==> src/rtl/mrc_pkg.sv <==
package mrc_pkg;

  typedef struct packed {
    logic [2:0] pol_sel;
    logic       nse;
    logic       valid;
  } rgn_ctl_t;

  localparam logic [1:0] EST_NONE   = 2'b00;
  localparam logic [1:0] EST_SINGLE = 2'b10;
  localparam logic [1:0] EST_MULTI  = 2'b11;

  localparam logic [1:0] KIND_WRITE = 2'd1;
  localparam logic [1:0] KIND_EXEC  = 2'd2;

  // group base: secure adds 8, privileged adds 4; offset X=0, W=1, R=2
  function automatic logic [3:0] perm_bit_index(input logic nonsec, input logic priv,
                                                input logic [1:0] kind);
    logic [1:0] off;
    if (kind == KIND_EXEC)       off = 2'd0;
    else if (kind == KIND_WRITE) off = 2'd1;
    else                         off = 2'd2;
    return {~nonsec, priv, off};
  endfunction

  function automatic logic [2:0] err_attr_code(input logic nonsec, input logic priv,
                                               input logic [1:0] kind);
    return {nonsec, priv, kind != KIND_EXEC};
  endfunction

  function automatic logic [1:0] next_err_state(input logic [1:0] cur, input logic viol,
                                                input logic clr);
    if (viol)      return (cur[1] && !clr) ? EST_MULTI : EST_SINGLE;
    else if (clr)  return EST_NONE;
    else           return cur;
  endfunction

endpackage

==> src/rtl/mrc_region_match.sv <==
module mrc_region_match #(
  parameter int NDOM = 4,
  parameter int NREG = 4,
  parameter int AW   = 32,
  parameter int NPOL = 8,
  parameter int PW   = 32,
  localparam int DW   = $clog2(NDOM),
  localparam int NENT = NDOM * NREG,
  localparam int EW   = $clog2(NENT)
) (
  input  logic [AW-1:0]                 acc_addr,
  input  logic [DW-1:0]                 acc_did,
  input  logic                          acc_nonsec,
  input  logic                          acc_priv,
  input  logic [1:0]                    acc_kind,
  input  logic [NENT-1:0][AW-1:0]       start_q,
  input  logic [NENT-1:0][AW-1:0]       end_q,
  input  mrc_pkg::rgn_ctl_t [NENT-1:0]  ctl_q,
  input  logic [NPOL-1:0][PW-1:0]       pol_q,
  output logic                          any_hit,
  output logic                          grant
);

  function automatic logic region_hit(input logic [AW-1:0] a, input logic [AW-1:0] lo,
                                      input logic [AW-1:0] hi, input logic vld);
    return vld && (a >= lo) && (a <= hi);
  endfunction

  function automatic logic region_allows(input logic [PW-1:0] pol, input logic nse,
                                         input logic ns, input logic pv,
                                         input logic [1:0] kind);
    if (nse && !ns) return 1'b0;
    return pol[mrc_pkg::perm_bit_index(ns, pv, kind)];
  endfunction

  logic [NREG-1:0] hit_vec;
  logic [NREG-1:0] allow_vec;

  for (genvar r = 0; r < NREG; r++) begin : g_rgn
    logic [EW-1:0] ent;
    mrc_pkg::rgn_ctl_t c;
    assign ent = EW'(acc_did) * EW'(NREG) + EW'(r);
    assign c   = ctl_q[ent];
    assign hit_vec[r]   = region_hit(acc_addr, start_q[ent], end_q[ent], c.valid);
    assign allow_vec[r] = region_allows(pol_q[c.pol_sel], c.nse, acc_nonsec, acc_priv, acc_kind);
  end

  assign any_hit = |hit_vec;
  assign grant   = |(hit_vec & allow_vec);

endmodule

==> config.mk <==
export PLATFORM = sky130hd
export DESIGN_NAME = mrc_region_match
export DESIGN_NICKNAME = d
export VERILOG_FILES = /design/src/rtl/mrc_pkg.sv /design/src/rtl/mrc_region_match.sv
export SDC_FILE = /design/constraint.sdc
export NUM_CORES = 1
export LEC_CHECK = 0
export BUFFER_PORTS_ARGS = -buffer_cell sky130_fd_sc_hd__buf_2
export CORE_AREA = 2 2 544 546
export DETAILED_ROUTE_END_ITERATION = 10
export DIE_AREA = 0 0 546 548
export GPL_ROUTABILITY_DRIVEN = 1
export PLACE_DENSITY = 0.34
export SLEW_MARGIN = 10
export SYNTH_ARGS = -nofsm -noshare
export SYNTH_HDL_FRONTEND = slang
export SYNTH_SLANG_ARGS = --single-unit
==> constraint.sdc <==
create_clock -name vclk -period 7.8
set_input_delay 0.78 -clock vclk [all_inputs]
set_output_delay 0.78 -clock vclk [all_outputs]
set_load 0.01 [all_outputs]
[Word-level counts from Yosys, hierarchy flattened]
Index checks and enable logic that the tools add are counted.
Storage, ports and cells
  register bits after elaboration: 0
  bits of input ports: 1398
Operators by class
  bitwise operators: 2
  reductions and logical operators: 15
  add/sub/neg operators: 3
  equal/unequal tests: 2
  multiplexer cells: 58
  magnitude comparators: 20
Operators with widths (number)
  $bmux 32 s4: 6
  $bmux 32 s3: 4
  $mux 32: 8
  $bmux 32 s2: 2
  $ge 32x32->1: 4
  $le 32x32->1: 4
  $mux 16: 4
  $bmux 5 s4: 3
  $lt 4x6->1 const B: 4
  $lt 4x5->1 const B: 4
  $mux 5: 4
  $bmux 1 s4: 4
  $lt 3x4->1 const B: 4
  $mux 1: 16
  $logic_and 1x1->1: 12
  $mux 2: 6
  $bmux 5 s2: 1
  $add 4x2->4 const B: 2
  $reduce_or 4->1: 2
  $add 4x1->4 const B: 1
  $and 4x4->4: 1
  $eq 2x1->1 const B: 1
  $eq 2x2->1 const B: 1
  $logic_not 1->1: 1
  $not 1->1: 1

[Depth between registers and ports, before layout]
  word-level depth: 11
  depth in mapped cells: 17

[Worst setup path before layout]
OpenSTA, ideal clock, no wires.
  path type: in2out
  start point: input acc_did[0]
  end point: output any_hit
  stages on the path: 16
  data required time: 7.020 ns
  setup slack: 2.290 ns
  arrival time: 4.730 ns
  cells stage by stage: buf_6 > buf_12 > buf_2 > clkbuf_1 > buf_1 > mux4_2 > inv_1 > ha_1 > a21o_1 > a211o_1 > a31oi_1 > nor3_1 > a221o_1 > a2bb2oi_1 > a22oi_1 > or4_1
On the way
  cells in the longest elaborated chain, start to end: 7
  elaborated cells between the ends (all ways): 44
  those cells by class: add/sub (3); order compare (8); mux (24); reduce/logical (9)
Ends and longest elaborated chain
  start, declared: RTL line mrc_region_match.sv:12  | input logic [DW-1:0] acc_did,
  $add 4x1->4 or $add 4x2->4 (tied branches): RTL line mrc_region_match.sv:42  | assign ent = EW'(acc_did) * EW'(NREG) + EW'(r);
  $bmux 32 s4: RTL line mrc_region_match.sv:44  | assign hit_vec[r] = region_hit(acc_addr, start_q[ent], end_q[ent], c.valid);
  $mux 32 (implied by the code): RTL line mrc_region_match.sv:44
  $ge 32x32->1: RTL line mrc_region_match.sv:26  | return vld && (a >= lo) && (a <= hi);
  $logic_and 1x1->1 (2 in a row): RTL line mrc_region_match.sv:26
  $reduce_or 4->1 (*): RTL line mrc_region_match.sv:48  | assign any_hit = |hit_vec;
  end, declared: RTL line mrc_region_match.sv:20  | output logic any_hit,
Every way passes the cells marked *; elsewhere a longest branch is shown, timed or not. The select of a mux whose other input is x is not followed.

[Worst setup path in the final report]
  start point: input acc_did[0]
  end point: output grant
On the way
  cells in the longest elaborated chain, start to end: 10
  elaborated cells between the ends (all ways): 73
  those cells by class: add/sub (3); order compare (8); mux (48); bitwise (1); reduce/logical (13)
Ends and longest elaborated chain
  $add 4x1->4 or $add 4x2->4 (tied branches): RTL line mrc_region_match.sv:42
  $bmux 5 s4: RTL line mrc_region_match.sv:43  | assign c = ctl_q[ent];
  $mux 5 (implied by the code): RTL line mrc_region_match.sv:43
  $bmux 32 s3: RTL line mrc_region_match.sv:45  | assign allow_vec[r] = region_allows(pol_q[c.pol_sel], c.nse, acc_nonsec, acc_priv, acc_kind);
  $mux 16 (implied by the code): RTL line mrc_region_match.sv:45
  $bmux 1 s4: RTL line mrc_region_match.sv:33  | return pol[mrc_pkg::perm_bit_index(ns, pv, kind)];
  $mux 1 (implied by the code): RTL line mrc_region_match.sv:33
  $mux 1: RTL line mrc_region_match.sv:33
  $and 4x4->4 (*): RTL line mrc_region_match.sv:49  | assign grant = |(hit_vec & allow_vec);
  $reduce_or 4->1 (*): RTL line mrc_region_match.sv:49
  end, declared: RTL line mrc_region_match.sv:21  | output logic grant
Marked as above.

==> summary.md <==
| Metric | Value |
|---|---|
| DRT antenna net count | `0` |
| First-pass GRT wire length | `296000 um` |
| 1st-iter DRT viols | `1641` |
| Startpoint Class | `primary input` |
| Setup_tns | `0 ns` |
| Worst EP arrival | `5.58 ns` |
| Hpwl dp | `226000 um` |
| Pin count of the biggest net entering global routing | `63` |
| Register area | `0 um2` |
| Largest cells by area after synthesis | `mux4_2 37%, ha_1 18%, mux2i_1 8.7%` |
| Combinational power share | `100.0%` |
| Unrepaired setup endpoints after global routing | `false` |
| Initial core utilization | `6.15%` |
| Worst EP required | `7.02 ns` |
| Fillers | `34325` |
| Sw frac | `56.6%` |
| Final setup vio count | `0` |
| Netlist cell types | `65` |
| Slew Limit Headroom | `25.8%` |
| Leading area contributor after synthesis | `mux4_2` |
| Top-Level Pins | `1400` |
| Leak | `0.0132 uW` |
| Clock buffers | `0` |
| Seq/Total Area, Yosys | `0%` |
| Measured slew at the worst slew-check pin | `1.11 ns` |
| Seq_cells | `0` |
| Final wirelength | `246000 um` |
| Status | `complete, no violations` |
| Mapped Nets | `3507` |
| Share of layout cells above drive strength 1 | `54.8%` |
| Hold-fix buffers, CTS | `0` |
| Initial antenna violation count | `398` |
| Gr usage total | `15.7%` |
| Synth top area share | `37.4%` |
| Worst setup margin | `1.44 ns` |
| Clock power share | `0%` |
| Crit path kind | `primary input to primary output` |
| Part of the cycle the worst path needs | `81.6%` |
| Max VDD drop | `0.0298 mV` |
| Tmin final | `6.36 ns` |
| Inst Count DP | `6974` |
| Via count | `23943` |
| Max-cap viol count | `0` |
| Max Clk Rate | `157 MHz` |
| Area occupied by multi-input gates | `16400 um2` |
| Pint | `894 uW` |
| Routability cong. | `0.913` |
| Layout Cells excl Fill | `7189` |
| Sequential group share of total power | `0%` |
| Final Hold Vio Count | `0` |
| DR WL/cell | `34.2 um` |
| Core area | `293000 um2` |
| Syn Area/Cell | `9.73 um2` |
| Die span in y | `548 um` |
| # rows | `199` |
| Critical Path End Type | `primary output` |
| Pins Over Slew Limit | `0` |
| Psw | `1170 uW` |
| Total grt overflow | `0` |
| # Post-CTS Setup Buffers | `0` |
| Synth warn | `0` |
| Vias in the first global route | `23865` |
| # DRC | `0` |
| Hold Path Depth | `5` |
| Post-cts resize count | `0` |
| Critical Path Source | `acc_did[0]` |
| Worst Path Max Fanout | `36` |
| Buffers on Ports | `1272` |
| Nets | `4712` |
| Die W | `546 um` |
| Netlist Area Pre-Place | `18000 um2` |
| Initial DRT Pass Iterations | `5` |
| Die area | `299000 um2` |
| WHS Endpoint | `grant` |
| Hold Startpoint | `acc_nonsec` |
| Vias per cell | `3.33` |
| Pwr dens | `69.3 nW/um2` |
| Cells after Synth | `1852` |
| Dpl ws | `1.08 ns` |
| Area grow syn2layout | `65.1%` |
| Worst Hold Class | `primary input to primary output` |
==> worst max path at each step <==
stage	slack, ns	depth (start not counted)	end
after floorplan	2.29	16	any_hit
after global placement	1.08	17	grant
final	1.44	16	grant
after CTS	1.07	17	grant
after global routing	0.92	17	grant
after detailed placement	1.08	17	grant
==> layout by cell type, fill, tap and decap left out, drive strengths merged, types with 3 or more instances in the layout <==
cell / netlist / layout
o21ai: 47 / 47
a21o: 55 / 55
a211oi: 81 / 81
and4: 5 / 5
nand2: 66 / 66
buf: 96 / 1334
or4: 4 / 4
a311oi: 5 / 5
or3: 3 / 3
nand4: 50 / 50
a2111oi: 16 / 16
or2: 3 / 3
nor4: 3 / 3
diode: 0 / 215
o2111ai: 14 / 14
nor2b: 47 / 47
a31oi: 18 / 18
and2: 10 / 10
inv: 258 / 258
nor3b: 3 / 3
o311ai: 3 / 3
nand2b: 6 / 6
ha: 257 / 257
o221ai: 3 / 3
o21a: 12 / 12
o22ai: 6 / 6
a221oi: 3 / 3
a21oi: 79 / 79
a22oi: 5 / 5
a211o: 10 / 10
nor2: 63 / 63
and3: 6 / 6
o211ai: 29 / 29
mux4: 302 / 302
mux2i: 156 / 156
nor3: 10 / 10
mux2: 36 / 36
nand3: 23 / 23
==> cells by family (layout without fill, tap and decap cells) <==
logic type | Yosys count | in the layout | synth area share [%]
other | 0 | 215 | 0
AO/OA/AOI/OAI | 405 | 405 | 15.6
multiplexers | 494 | 494 | 48.7
AND/OR/NAND/NOR | 307 | 307 | 8.83
adder cells (fa/ha/maj) | 257 | 257 | 17.8
buffers and inverters | 389 | 1592 | 9.04
==> layout make-up <==
class / instances / area share [%]
well taps: 3919 / 16.5
diodes: 215 / 1.81
inverters: 258 / 3.25
multi-input cells: 1463 / 55.2
repair buffers: 1334 / 23.3
==> per-layer routing <==
layer	vias to the layer above	share of wire [%]	global-route usage, %
li1	10086	-	-
met1	11561	35	16.2
met5	-	0.40	0
met3	614	9.0	5.70
met2	1522	52	29.5
met4	160	3.5	4.30
==> worst max-delay path: stages <==
cell,delay (ns)
buf_8,0.41
mux4_2,0.59
inv_1,0.09
ha_1,0.23
a211oi_1,0.24
nor2_1,0.10
a2111oi_0,0.62
o211ai_1,0.31
buf_4,0.25
or4_1,0.59
a32oi_1,0.24
buf_4,0.18
nor3b_1,0.19
a31oi_1,0.25
nand4_1,0.17
buf_2,0.20
==> power groups by stage <==
stage / Sequential [uW] / Combinational (uW) / Clock [uW]
6_report: 0 / 2060 / 0.00403
3_5_place_dp: 0 / 2120 / 0
4_1_cts: 0 / 2130 / 0
5_1_grt: 0 / 2250 / 0.00204
2_1_floorplan: 0 / 1040 / 0
3_3_place_gp: 0 / 2110 / 0
==> cells in the mapped netlist, drive strengths merged (12+ instances only) <==
cell	instances
o21ai	47
o21a	12
mux2i	156
nor2b	47
a31oi	18
a21o	55
inv	258
o211ai	29
nand3	23
o2111ai	14
nand4	50
nor2	63
clkbuf	35
a211oi	81
a2111oi	16
a21oi	79
buf	96
mux4	302
ha	257
mux2	36
nand2	66
==> stage by stage <==
step | utilization, % | cell area, um2 | hold slack [ns] | total power (uW)
2_1_floorplan | - | 18000 | 1.84 | 1040
3_3_place_gp | 9.97 | 29200 | 2.53 | 2110
3_5_place_dp | 9.97 | 29200 | 2.55 | 2120
4_1_cts | 9.97 | 29200 | 2.56 | 2130
5_1_grt | 10.1 | 29500 | 2.60 | 2250
6_report | 10.2 | 29800 | 2.52 | 2060
No activity file was read; power rests on OpenSTA's default activity.
